<file path="config.mk">
export PLATFORM = sky130hd
export DESIGN_NAME = sof_token_gen
export DESIGN_NICKNAME = d
export VERILOG_FILES = /design/src/rtl/sof_pkg.sv /design/src/rtl/sof_frame_timer.sv /design/src/rtl/sof_crc5.sv /design/src/rtl/sof_line_tx.sv /design/src/rtl/sof_token_gen.sv
export SDC_FILE = /design/constraint.sdc
export NUM_CORES = 1
export LEC_CHECK = 0
export ABC_AREA = 1
export BUFFER_PORTS_ARGS = -buffer_cell sky130_fd_sc_hd__buf_2
export CORE_MARGIN = 8
export CORE_UTILIZATION = 35
export DETAILED_ROUTE_END_ITERATION = 8
export GPL_TIMING_DRIVEN = 0
export SYNTH_ARGS = -nofsm -noshare
export SYNTH_HDL_FRONTEND = slang
export SYNTH_SLANG_ARGS = --single-unit
</file>
<file path="constraint.sdc">
create_clock -name clk -period 1.8 [get_ports clk]
set_clock_uncertainty 0.05 [all_clocks]
set_input_delay 0 -clock clk [delete_from_list [all_inputs] [get_ports clk]]
set_output_delay 0 -clock clk [all_outputs]
set_load 0.005 [all_outputs]
</file>
<file path="src/rtl/sof_pkg.sv">
package sof_pkg;
   localparam int SYNC_W  = 8;
   localparam int PID_W   = 8;
   localparam int FRAME_W = 11;
   localparam int CRC_W   = 5;
   localparam int TOKEN_W = SYNC_W + PID_W + FRAME_W + CRC_W;

   localparam logic [3:0]         PID_SOF   = 4'b0101;
   localparam logic [SYNC_W-1:0]  SYNC_PAT  = 8'h80;
   localparam logic [CRC_W-1:0]   CRC_POLY  = 5'b00101;
   localparam int                 STUFF_RUN = 6;

   typedef enum logic [2:0] {
      TX_IDLE,
      TX_BITS,
      TX_SE0A,
      TX_SE0B,
      TX_JEND
   } tx_state_e;
endpackage

</file>
<file path="src/rtl/sof_frame_timer.sv">
module sof_frame_timer #(
   parameter int TICKS = 1500
) (
   input  logic clk,
   input  logic rst_n,
   input  logic enable,
   input  logic bit_tick,
   output logic fire
);
   localparam int          CW   = (TICKS > 1) ? $clog2(TICKS) : 1;
   localparam logic [CW-1:0] LAST = CW'(TICKS - 1);

   if (TICKS < 2) begin : g_bad_ticks
      $error("sof_frame_timer: TICKS must be at least 2");
   end

   logic [CW-1:0] cnt_q;

   always_ff @(posedge clk) begin
      if (!rst_n || !enable) begin
         cnt_q <= '0;
      end else if (bit_tick) begin
         if (cnt_q == LAST) cnt_q <= '0;
         else               cnt_q <= cnt_q + CW'(1);
      end
   end

   assign fire = enable && bit_tick && (cnt_q == LAST);

   a_r2_count_bound: assert property (@(posedge clk) disable iff (!rst_n)
      cnt_q <= LAST);

   a_r2_hold_when_off: assert property (@(posedge clk) disable iff (!rst_n)
      !enable |=> (cnt_q == '0));
endmodule

</file>
<file path="src/rtl/sof_crc5.sv">
module sof_crc5 #(
   parameter int               DATA_W = 11,
   parameter int               CRC_W  = 5,
   parameter logic [CRC_W-1:0] POLY   = 5'b00101
) (
   input  logic [DATA_W-1:0] data,
   output logic [CRC_W-1:0]  field   // bit 0 is the first bit on the wire
);
   if (CRC_W < 2) begin : g_bad_width
      $error("sof_crc5: CRC_W must be at least 2");
   end

   logic [CRC_W-1:0] rem;

   always_comb begin
      logic [CRC_W-1:0] r;
      logic             fb;
      r = '1;
      for (int i = 0; i < DATA_W; i++) begin
         fb = r[CRC_W-1] ^ data[i];
         r  = {r[CRC_W-2:0], 1'b0} ^ (fb ? POLY : '0);
      end
      rem = ~r;
   end

   // Remainder leaves MSB first: reverse it into shift order.
   for (genvar g = 0; g < CRC_W; g++) begin : g_rev
      assign field[g] = rem[CRC_W-1-g];
   end
endmodule

</file>
<file path="src/rtl/sof_line_tx.sv">
module sof_line_tx
   import sof_pkg::*;
#(
   parameter int PAYLOAD_W = 32,
   parameter int RUN_MAX   = 6
) (
   input  logic                 clk,
   input  logic                 rst_n,
   input  logic                 bit_tick,
   input  logic                 start,
   input  logic [PAYLOAD_W-1:0] payload,
   output logic                 busy,
   output logic                 lvl_j,    // 1: J, 0: K
   output logic                 se0,
   output logic                 oe
);
   localparam int IW = $clog2(PAYLOAD_W + 1);
   localparam int SW = (PAYLOAD_W > 1) ? $clog2(PAYLOAD_W) : 1;
   localparam int RW = $clog2(RUN_MAX + 1);

   if (RUN_MAX < 1) begin : g_bad_run
      $error("sof_line_tx: RUN_MAX must be positive");
   end

   tx_state_e              st_q;
   logic [IW-1:0]          idx_q;
   logic [RW-1:0]          ones_q;
   logic [PAYLOAD_W-1:0]   pay_q;
   logic                   lvl_q, se0_q, oe_q;
   logic                   cur_bit;

   assign cur_bit = pay_q[idx_q[SW-1:0]];

   always_ff @(posedge clk) begin
      if (!rst_n) begin
         st_q   <= TX_IDLE;
         idx_q  <= '0;
         ones_q <= '0;
         pay_q  <= '0;
         lvl_q  <= 1'b1;
         se0_q  <= 1'b0;
         oe_q   <= 1'b0;
      end else if (bit_tick) begin
         case (st_q)
            TX_IDLE: begin
               if (start) begin
                  pay_q  <= payload;
                  oe_q   <= 1'b1;
                  lvl_q  <= payload[0] ? lvl_q : ~lvl_q;
                  ones_q <= payload[0] ? RW'(1) : '0;
                  idx_q  <= IW'(1);
                  st_q   <= TX_BITS;
               end
            end
            TX_BITS: begin
               if (idx_q == IW'(PAYLOAD_W)) begin
                  se0_q <= 1'b1;
                  st_q  <= TX_SE0A;
               end else if (ones_q == RW'(RUN_MAX)) begin
                  lvl_q  <= ~lvl_q;
                  ones_q <= '0;
               end else begin
                  lvl_q  <= cur_bit ? lvl_q : ~lvl_q;
                  ones_q <= cur_bit ? ones_q + RW'(1) : '0;
                  idx_q  <= idx_q + IW'(1);
               end
            end
            TX_SE0A: st_q <= TX_SE0B;
            TX_SE0B: begin
               se0_q <= 1'b0;
               lvl_q <= 1'b1;
               st_q  <= TX_JEND;
            end
            default: begin
               oe_q   <= 1'b0;
               idx_q  <= '0;
               ones_q <= '0;
               st_q   <= TX_IDLE;
            end
         endcase
      end
   end

   assign busy  = (st_q != TX_IDLE);
   assign lvl_j = lvl_q;
   assign se0   = se0_q;
   assign oe    = oe_q;

   a_r8_idle_is_j: assert property (@(posedge clk) disable iff (!rst_n)
      !oe_q |-> (lvl_q && !se0_q));

   a_r9_run_limit: assert property (@(posedge clk) disable iff (!rst_n)
      ones_q <= RW'(RUN_MAX));

   a_r10_j_after_se0: assert property (@(posedge clk) disable iff (!rst_n)
      $fell(se0_q) |-> (lvl_q && oe_q));

   a_r10_release_from_j: assert property (@(posedge clk) disable iff (!rst_n)
      $fell(oe_q) |-> $past(lvl_q && !se0_q));
endmodule

</file>
<file path="src/rtl/sof_token_gen.sv">
module sof_token_gen
   import sof_pkg::*;
#(
   parameter int FRAME_TICKS = 1500,
   parameter int LOW_SPEED   = 1
) (
   input  logic clk,
   input  logic rst_n,
   input  logic enable,
   input  logic bit_tick,
   output logic dp,
   output logic dm,
   output logic oe
);
   if (LOW_SPEED != 0 && LOW_SPEED != 1) begin : g_bad_speed
      $error("sof_token_gen: LOW_SPEED must be 0 or 1");
   end
   if (TOKEN_W != SYNC_W + PID_W + FRAME_W + CRC_W) begin : g_bad_token
      $error("sof_token_gen: token width mismatch");
   end

   logic                 fire, busy, accept;
   logic                 lvl_j, se0, dp_j;
   logic [FRAME_W-1:0]   frame_q;
   logic [CRC_W-1:0]     crc_field;
   logic [TOKEN_W-1:0]   token;

   sof_frame_timer #(.TICKS(FRAME_TICKS)) u_timer (
      .clk      (clk),
      .rst_n    (rst_n),
      .enable   (enable),
      .bit_tick (bit_tick),
      .fire     (fire)
   );

   sof_crc5 #(.DATA_W(FRAME_W), .CRC_W(CRC_W), .POLY(CRC_POLY)) u_crc (
      .data  (frame_q),
      .field (crc_field)
   );

   assign accept = fire && !busy;

   always_ff @(posedge clk) begin
      if (!rst_n)      frame_q <= '0;
      else if (accept) frame_q <= frame_q + FRAME_W'(1);
   end

   assign token = {crc_field, frame_q, ~PID_SOF, PID_SOF, SYNC_PAT};

   sof_line_tx #(.PAYLOAD_W(TOKEN_W), .RUN_MAX(STUFF_RUN)) u_tx (
      .clk      (clk),
      .rst_n    (rst_n),
      .bit_tick (bit_tick),
      .start    (fire),
      .payload  (token),
      .busy     (busy),
      .lvl_j    (lvl_j),
      .se0      (se0),
      .oe       (oe)
   );

   if (LOW_SPEED == 1) begin : g_low
      assign dp_j = 1'b0;
   end else begin : g_full
      assign dp_j = 1'b1;
   end

   assign dp = se0 ? 1'b0 : (lvl_j ? dp_j : ~dp_j);
   assign dm = se0 ? 1'b0 : (lvl_j ? ~dp_j : dp_j);

   a_r10_tick_aligned: assert property (@(posedge clk) disable iff (!rst_n)
      !bit_tick |=> $stable({dp, dm, oe}));

   a_r6_frame_step: assert property (@(posedge clk) disable iff (!rst_n)
      !$stable(frame_q) |-> (frame_q == $past(frame_q) + FRAME_W'(1)));

   a_r3_drop_when_busy: assert property (@(posedge clk) disable iff (!rst_n)
      (fire && busy) |=> $stable(frame_q));

   a_r2_no_start_disabled: assert property (@(posedge clk) disable iff (!rst_n)
      !enable |=> !$rose(oe));
endmodule

</file>
=== Word-level counts from Yosys, hierarchy flattened ===
Cells that the tools add are included.

* Bitwise gates (word level): 25
* Add/sub/neg operators: 4
* Reduce and logical (&&, ||, !) cells: 20
* $lt $le $gt $ge: 1
* Multiplexer cells: 39
* Equal/unequal tests: 11

{| class="wikitable"
|+ Operator list
! operator !! number
|-
| two-way mux 3 bit || 17
|-
| XOR 5 bit || 10
|-
| adder 11 x 1 -> 11 bit (second input constant) || 2
|-
| two-way mux 6 bit || 3
|-
| one-hot mux 6 bit (3 select lines) || 1
|-
| one-hot mux 3 bit (4 select lines) || 1
|-
| AND reduction 3 bit || 4
|-
| == test 11 bit (second input constant) || 1
|-
| two-way mux 1 bit || 11
|-
| two-way mux 11 bit || 1
|-
| AND reduction 5 bit || 2
|-
| XOR 1 bit || 10
|-
| one-hot mux 3 bit (3 select lines) || 1
|-
| adder 6 x 1 -> 6 bit (second input constant) || 1
|-
| == test 3 x 2 -> 1 bit (second input constant) || 2
|-
| == test 6 bit (second input constant) || 1
|-
| < comparator 5 x 6 -> 1 bit (second input constant) || 1
|-
| != test 2 bit (second input constant) || 3
|-
| nonzero test 3 bit || 2
|-
| binary-select mux 1 bit (select 5 bit) || 1
|-
| inverter 5 bit || 1
|-
| inverter 4 bit || 1
|-
| one-hot mux 1 bit (2 select lines) || 2
|-
| AND reduction 4 bit || 1
|-
| other kinds (14) || 20
|}

* Register bits after elaboration: 58
* Logic and storage cells: 109
* Output and inout bits: 3
* Input bits: 4

=== Longest topological paths before layout ===
* Depth after elaboration: 33
* Gate-level depth with buffers: 14
* Mapped depth without buffers: 13

=== Modules after synthesis ===
Synthesis repeated with hierarchy kept, for this count alone.

* Cells, all modules: 556
* Area, all modules: 3784.9 um2

{| class="wikitable"
|+ Modules (own cells, without submodules)
! module !! area each (um2) !! cells an instance !! sequential area each (um2) !! times used
|-
| sof_line_tx || 2302.2 || 321 || 940.9 || 1
|-
| sof_token_gen || 613.1 || 94 || 220.2 || 1
|-
| sof_frame_timer || 588.1 || 84 || 220.2 || 1
|-
| sof_crc5 || 281.5 || 57 || 0.0 || 1
|}

=== Worst setup path before layout ===
OpenSTA, ideal clock, no wires.

* Path kind: register to register
* Start: register u_timer.cnt_q[0]
* End: register frame_q[2]
* Cell stages (with the launch flop): 10
* Path slack: 0.211 ns
* Clock period less this slack: 1.589 ns
* Data arrival time: 1.420 ns
* Setup time: 0.119 ns
* Required time: 1.631 ns
* Path through: dfxtp_1 > ha_1 > nand3_1 > nor2_1 > nand3_4 > nor2_4 > buf_6 > nand2_1 > o21ai_0 > a21oi_1

* Cells in the longest elaborated chain, start to end: 3

{| class="wikitable"
|+ RTL lines
! item !! RTL line !! RTL
|-
| start: declaration || sof_frame_timer.sv:17 || <nowiki>logic [CW-1:0] cnt_q;</nowiki>
|-
| start signal: assignment || sof_frame_timer.sv:24 || <nowiki>else cnt_q <= cnt_q + CW'(1);</nowiki>
|-
| == test 11 bit || sof_frame_timer.sv:28 || <nowiki>assign fire = enable && bit_tick && (cnt_q == LAST);</nowiki>
|-
| logical AND 1 bit || sof_frame_timer.sv:28 ||
|-
| logical AND 1 bit || sof_token_gen.sv:41 || <nowiki>assign accept = fire && !busy;</nowiki>
|-
| end signal: assignment || sof_token_gen.sv:45 || <nowiki>else if (accept) frame_q <= frame_q + FRAME_W'(1);</nowiki>
|-
| end: declaration || sof_token_gen.sv:24 || <nowiki>logic [FRAME_W-1:0] frame_q;</nowiki>
|}

No other way between the ends.
A chain may end at the register's enable or synchronous reset.

=== Worst setup path after layout ===
* Start: register u_timer.cnt_q[0]
* End: register u_tx.idx_q[0]

* Cells in the longest elaborated chain, start to end: 4

{| class="wikitable"
|+ RTL lines
! item !! RTL line !! RTL
|-
| == test 11 bit || sof_frame_timer.sv:28 ||
|-
| logical AND 1 bit || sof_frame_timer.sv:28 ||
|-
| != test 2 bit (no line) || n/a ||
|-
| AND reduction 5 bit (no line) || n/a ||
|-
| end signal: assignment || sof_line_tx.sv:65 || <nowiki>idx_q <= idx_q + IW'(1);</nowiki>
|-
| end: declaration || sof_line_tx.sv:26 || <nowiki>logic [IW-1:0] idx_q;</nowiki>
|}

No other way between the ends.

==> flow_metrics.tcl <==
set metrics [dict create \
    grt_pass1_wl_um 12500 \
    cts_max_path_buffers 2 \
    worst-r2r-cell-count 9 \
    powerDensity_nw_per_um2 603 \
    overflow 0 \
    use_met1_pct 15.9 \
    io_buffers 6 \
    fmax_mhz 594 \
    timing.rr.start "u_timer.cnt_q[0]$_SDFFE_PP0P_" \
    gp_congestion 0.861 \
    maxCapViolCount 0 \
    start_util_pct 35.9 \
    final_nets 493 \
    top_usage_layer "met2" \
    final_area_um2 3470 \
    worstHoldStart "rst_n" \
    drt_pass1_iterations 4 \
    post-route-min-period_ps 1680 \
    finalHoldViolations 0 \
    finalPower_mw 2.09 \
    hpwl_um 5380 \
    dp_cells 582 \
    cp_max_fo 7 \
    cts_root_buf "clkbuf_8" \
    drc 0 \
    r2r-end "u_tx.idx_q[0]$_SDFFE_PN0P_" \
    cts_tree "built" \
    track_usage_pct 12.7 \
    die-height_um 110 \
    final_layout_size_suffix_gt1_share_pct 12.0 \
    cts.sinks 54 \
    rrSetupSlack_ps 120 \
    place_ws_ps -260 \
    synth-seq-cells 54 \
    cts_made_buffers 5 \
    slew_headroom_pct 54.9 \
    synth.avg_cell_area_um2 6.62 \
    viasPerCell 4.88 \
    areaGrowthSynthToFinish_pct 12.1 \
    met2_usage_pct 21.5 \
    worstMarginPinSlew_ps 676 \
    synth_edf_count 0 \
    status "completed" \
    antenna_left 0 \
    num_rows 34 \
    fp.dieW_um 110 \
    pwr-share-seq_pct 57.1 \
    power_switching_share_pct 22.3 \
    power_frac_comb_pct 2.8 \
    p_leak_nw 1.37 \
    routed_wl_um 7230 \
    clk_pin_slew_worst_paths_ps 100 \
    num_vias 2891 \
    synth_seq_area_share_pct 34.9 \
    synth.net_count 478 \
    crit_arrival_ps 1880 \
    hold_depth 4 \
    core-area_um2 8640 \
    ys_types 32 \
    synth_ff_type "dfxtp_1" \
    hold_end "u_tx.pay_q[31]$_SDFFE_PN0P_" \
    setup_viol 0 \
    hp-class "input port to register" \
    postSynthCellCount 468 \
    clk-insertion-delay-late_ps 310 \
    p_switching_mw 0.467 \
    setup_slack_ps 116 \
    dieArea_um2 12100 \
    grt_max_degree 18 \
    critPathKind "register to register" \
    grt_setup_unrepaired "yes" \
    drv_slew 0 \
    antenna_found_initial 0 \
    fin_crit_sh_pct 93.5 \
    met3_usage_pct 2.67 \
    stdcell_count 592 \
    place_area_um2 3260 \
    async_flop_share_pct 0 \
    worstPathRequired_ps 1990 \
    grt_pass1_vias 2723 \
    irDropWorstVdd_uv 409 \
    pin_count 7 \
    cp-start-kind "register" \
    pwr-share-clk_pct 40.1 \
    drt_iter0_drc 160 \
    endpoint_kind "register" \
    wire_per_inst_um 12.2 \
    synth_warnings 0 \
    internal_power_mw 1.63 \
    diodes 0 \
    syn_area_um2 3100 \
    h-tree-depth 2 \
]
metal layers:
layer	wire length, µm	vias to the layer above
met5	0	-
met3	203	9
met2	3300	47
li1	-	1528
met4	82	0
met1	3640	1307
registers in the layout, summed over array words and instances (netlist names):
register and flops:
u_tx.st_q 3, u_tx.lvl_j 1, u_tx.pay_q 17, frame_q 11, u_tx.idx_q 6, u_tx.se0 1, u_tx.ones_q 3, u_tx.oe 1
u_timer.cnt_q 11
what timing repair did:
item | in CTS | in global routing
hold buffers | 0 | 0
setup buffers | 2 | 0
pin swaps | 1 | 3
setup endpoints to repair | 19 | 28
endpoints found under the hold margin | 0 | 0
resized for setup | 7 | 22
critical path: stages, from the launching register on:
cell and delay [ps]:
dfxtp_4 390, ha_4 160, nand3_1 90, nor2_2 180, nand3_4 130, nand2_4 130, nand4_4 180, inv_4 130
nand2_1 70, a21oi_2 110
cell families after synthesis:
logic type | synth area share, %
compound gates | 13.5
simple gates | 34.8
fa+ha+maj | 2.42
flops | 34.9
xor+xnor | 3.96
buf+inv | 10.4
cells in the final DEF, fill, tap and decap left out, drive strengths merged, types with 3 or more instances in the layout:
| master | count |
|---|---|
| o21a | 4 |
| o21ai | 26 |
| buf | 18 |
| xnor2 | 3 |
| nor3b | 6 |
| ha | 6 |
| inv | 61 |
| o211ai | 3 |
| dfxtp | 54 |
| nor3 | 11 |
| clkbuf | 10 |
| nand4 | 5 |
| nor2 | 41 |
| nand3 | 36 |
| a21oi | 46 |
| nand2 | 138 |
| xor2 | 11 |
worst max-delay path by stage:
| stage | startpoint | to | slack, ps | cells after the start |
|---|---|---|---|---|
| finish | u_timer.cnt_q[0]$_SDFFE_PP0P_ | u_tx.idx_q[0]$_SDFFE_PN0P_ | 120 | 9 |
| global route | u_tx.idx_q[0]$_SDFFE_PN0P_ | u_tx.idx_q[0]$_SDFFE_PN0P_ | -7 | 10 |
| CTS | u_tx.idx_q[0]$_SDFFE_PN0P_ | u_tx.idx_q[0]$_SDFFE_PN0P_ | 20 | 10 |
| detailed placement | u_timer.cnt_q[0]$_SDFFE_PP0P_ | frame_q[8]$_SDFFE_PN0P_ | -260 | 8 |
| global placement | u_timer.cnt_q[0]$_SDFFE_PP0P_ | frame_q[4]$_SDFFE_PN0P_ | -220 | 8 |
| floorplan | u_timer.cnt_q[0]$_SDFFE_PP0P_ | frame_q[2]$_SDFFE_PN0P_ | 210 | 9 |
final cells by class:
| type | count | area (µm²) |
|---|---|---|
| clock inverters | 3 | 43.8 |
| fillers | 933 | 5160 |
| well taps | 108 | 135 |
| clock buffers | 5 | 68.8 |
| repair buffers | 8 | 45.0 |
| inverters | 60 | 228 |
| multi-input cells | 339 | 1750 |
| plain buffers | 15 | 105 |
| flip-flops and latches | 54 | 1090 |
synth_stat cells (all sizes together), types with 4 or more instances:
master / n / area share [%]
nor2: 41 / 5.3
xor2: 11 / 3.1
nand4: 5 / 1.5
dfxtp: 54 / 35
inv: 60 / 7.3
clkbuf: 4 / 0.48
nand3: 36 / 6.6
buf: 11 / 2.6
nand2: 138 / 17
o21a: 4 / 0.97
o21ai: 26 / 4.2
ha: 6 / 2.4
nor3b: 6 / 1.6
nor3: 11 / 2.3
a21oi: 46 / 7.4
power by group through the flow:
stage	clock network [mW]	registers (mW)	logic, mW
after global routing	0.924	1.20	0.0659
after floorplan	0	1.22	0.0356
final	0.839	1.20	0.0592
after global placement	0	1.23	0.0572
after detailed placement	0	1.23	0.0588
after CTS	0.874	1.20	0.0593
per-stage QoR:
| stage | util (%) | hold WS (ps) | TNS (ps) |
|---|---|---|---|
| after global routing | 40.2 | 28.5 | -11.7 |
| after floorplan | - | 164 | 0 |
| after CTS | 39.4 | 19.9 | 0 |
| final | 40.2 | 23.2 | 0 |
| after detailed placement | 37.8 | 357 | -1690 |
| after global placement | 37.8 | 343 | -1260 |
(Power assumes the default switching activity.)
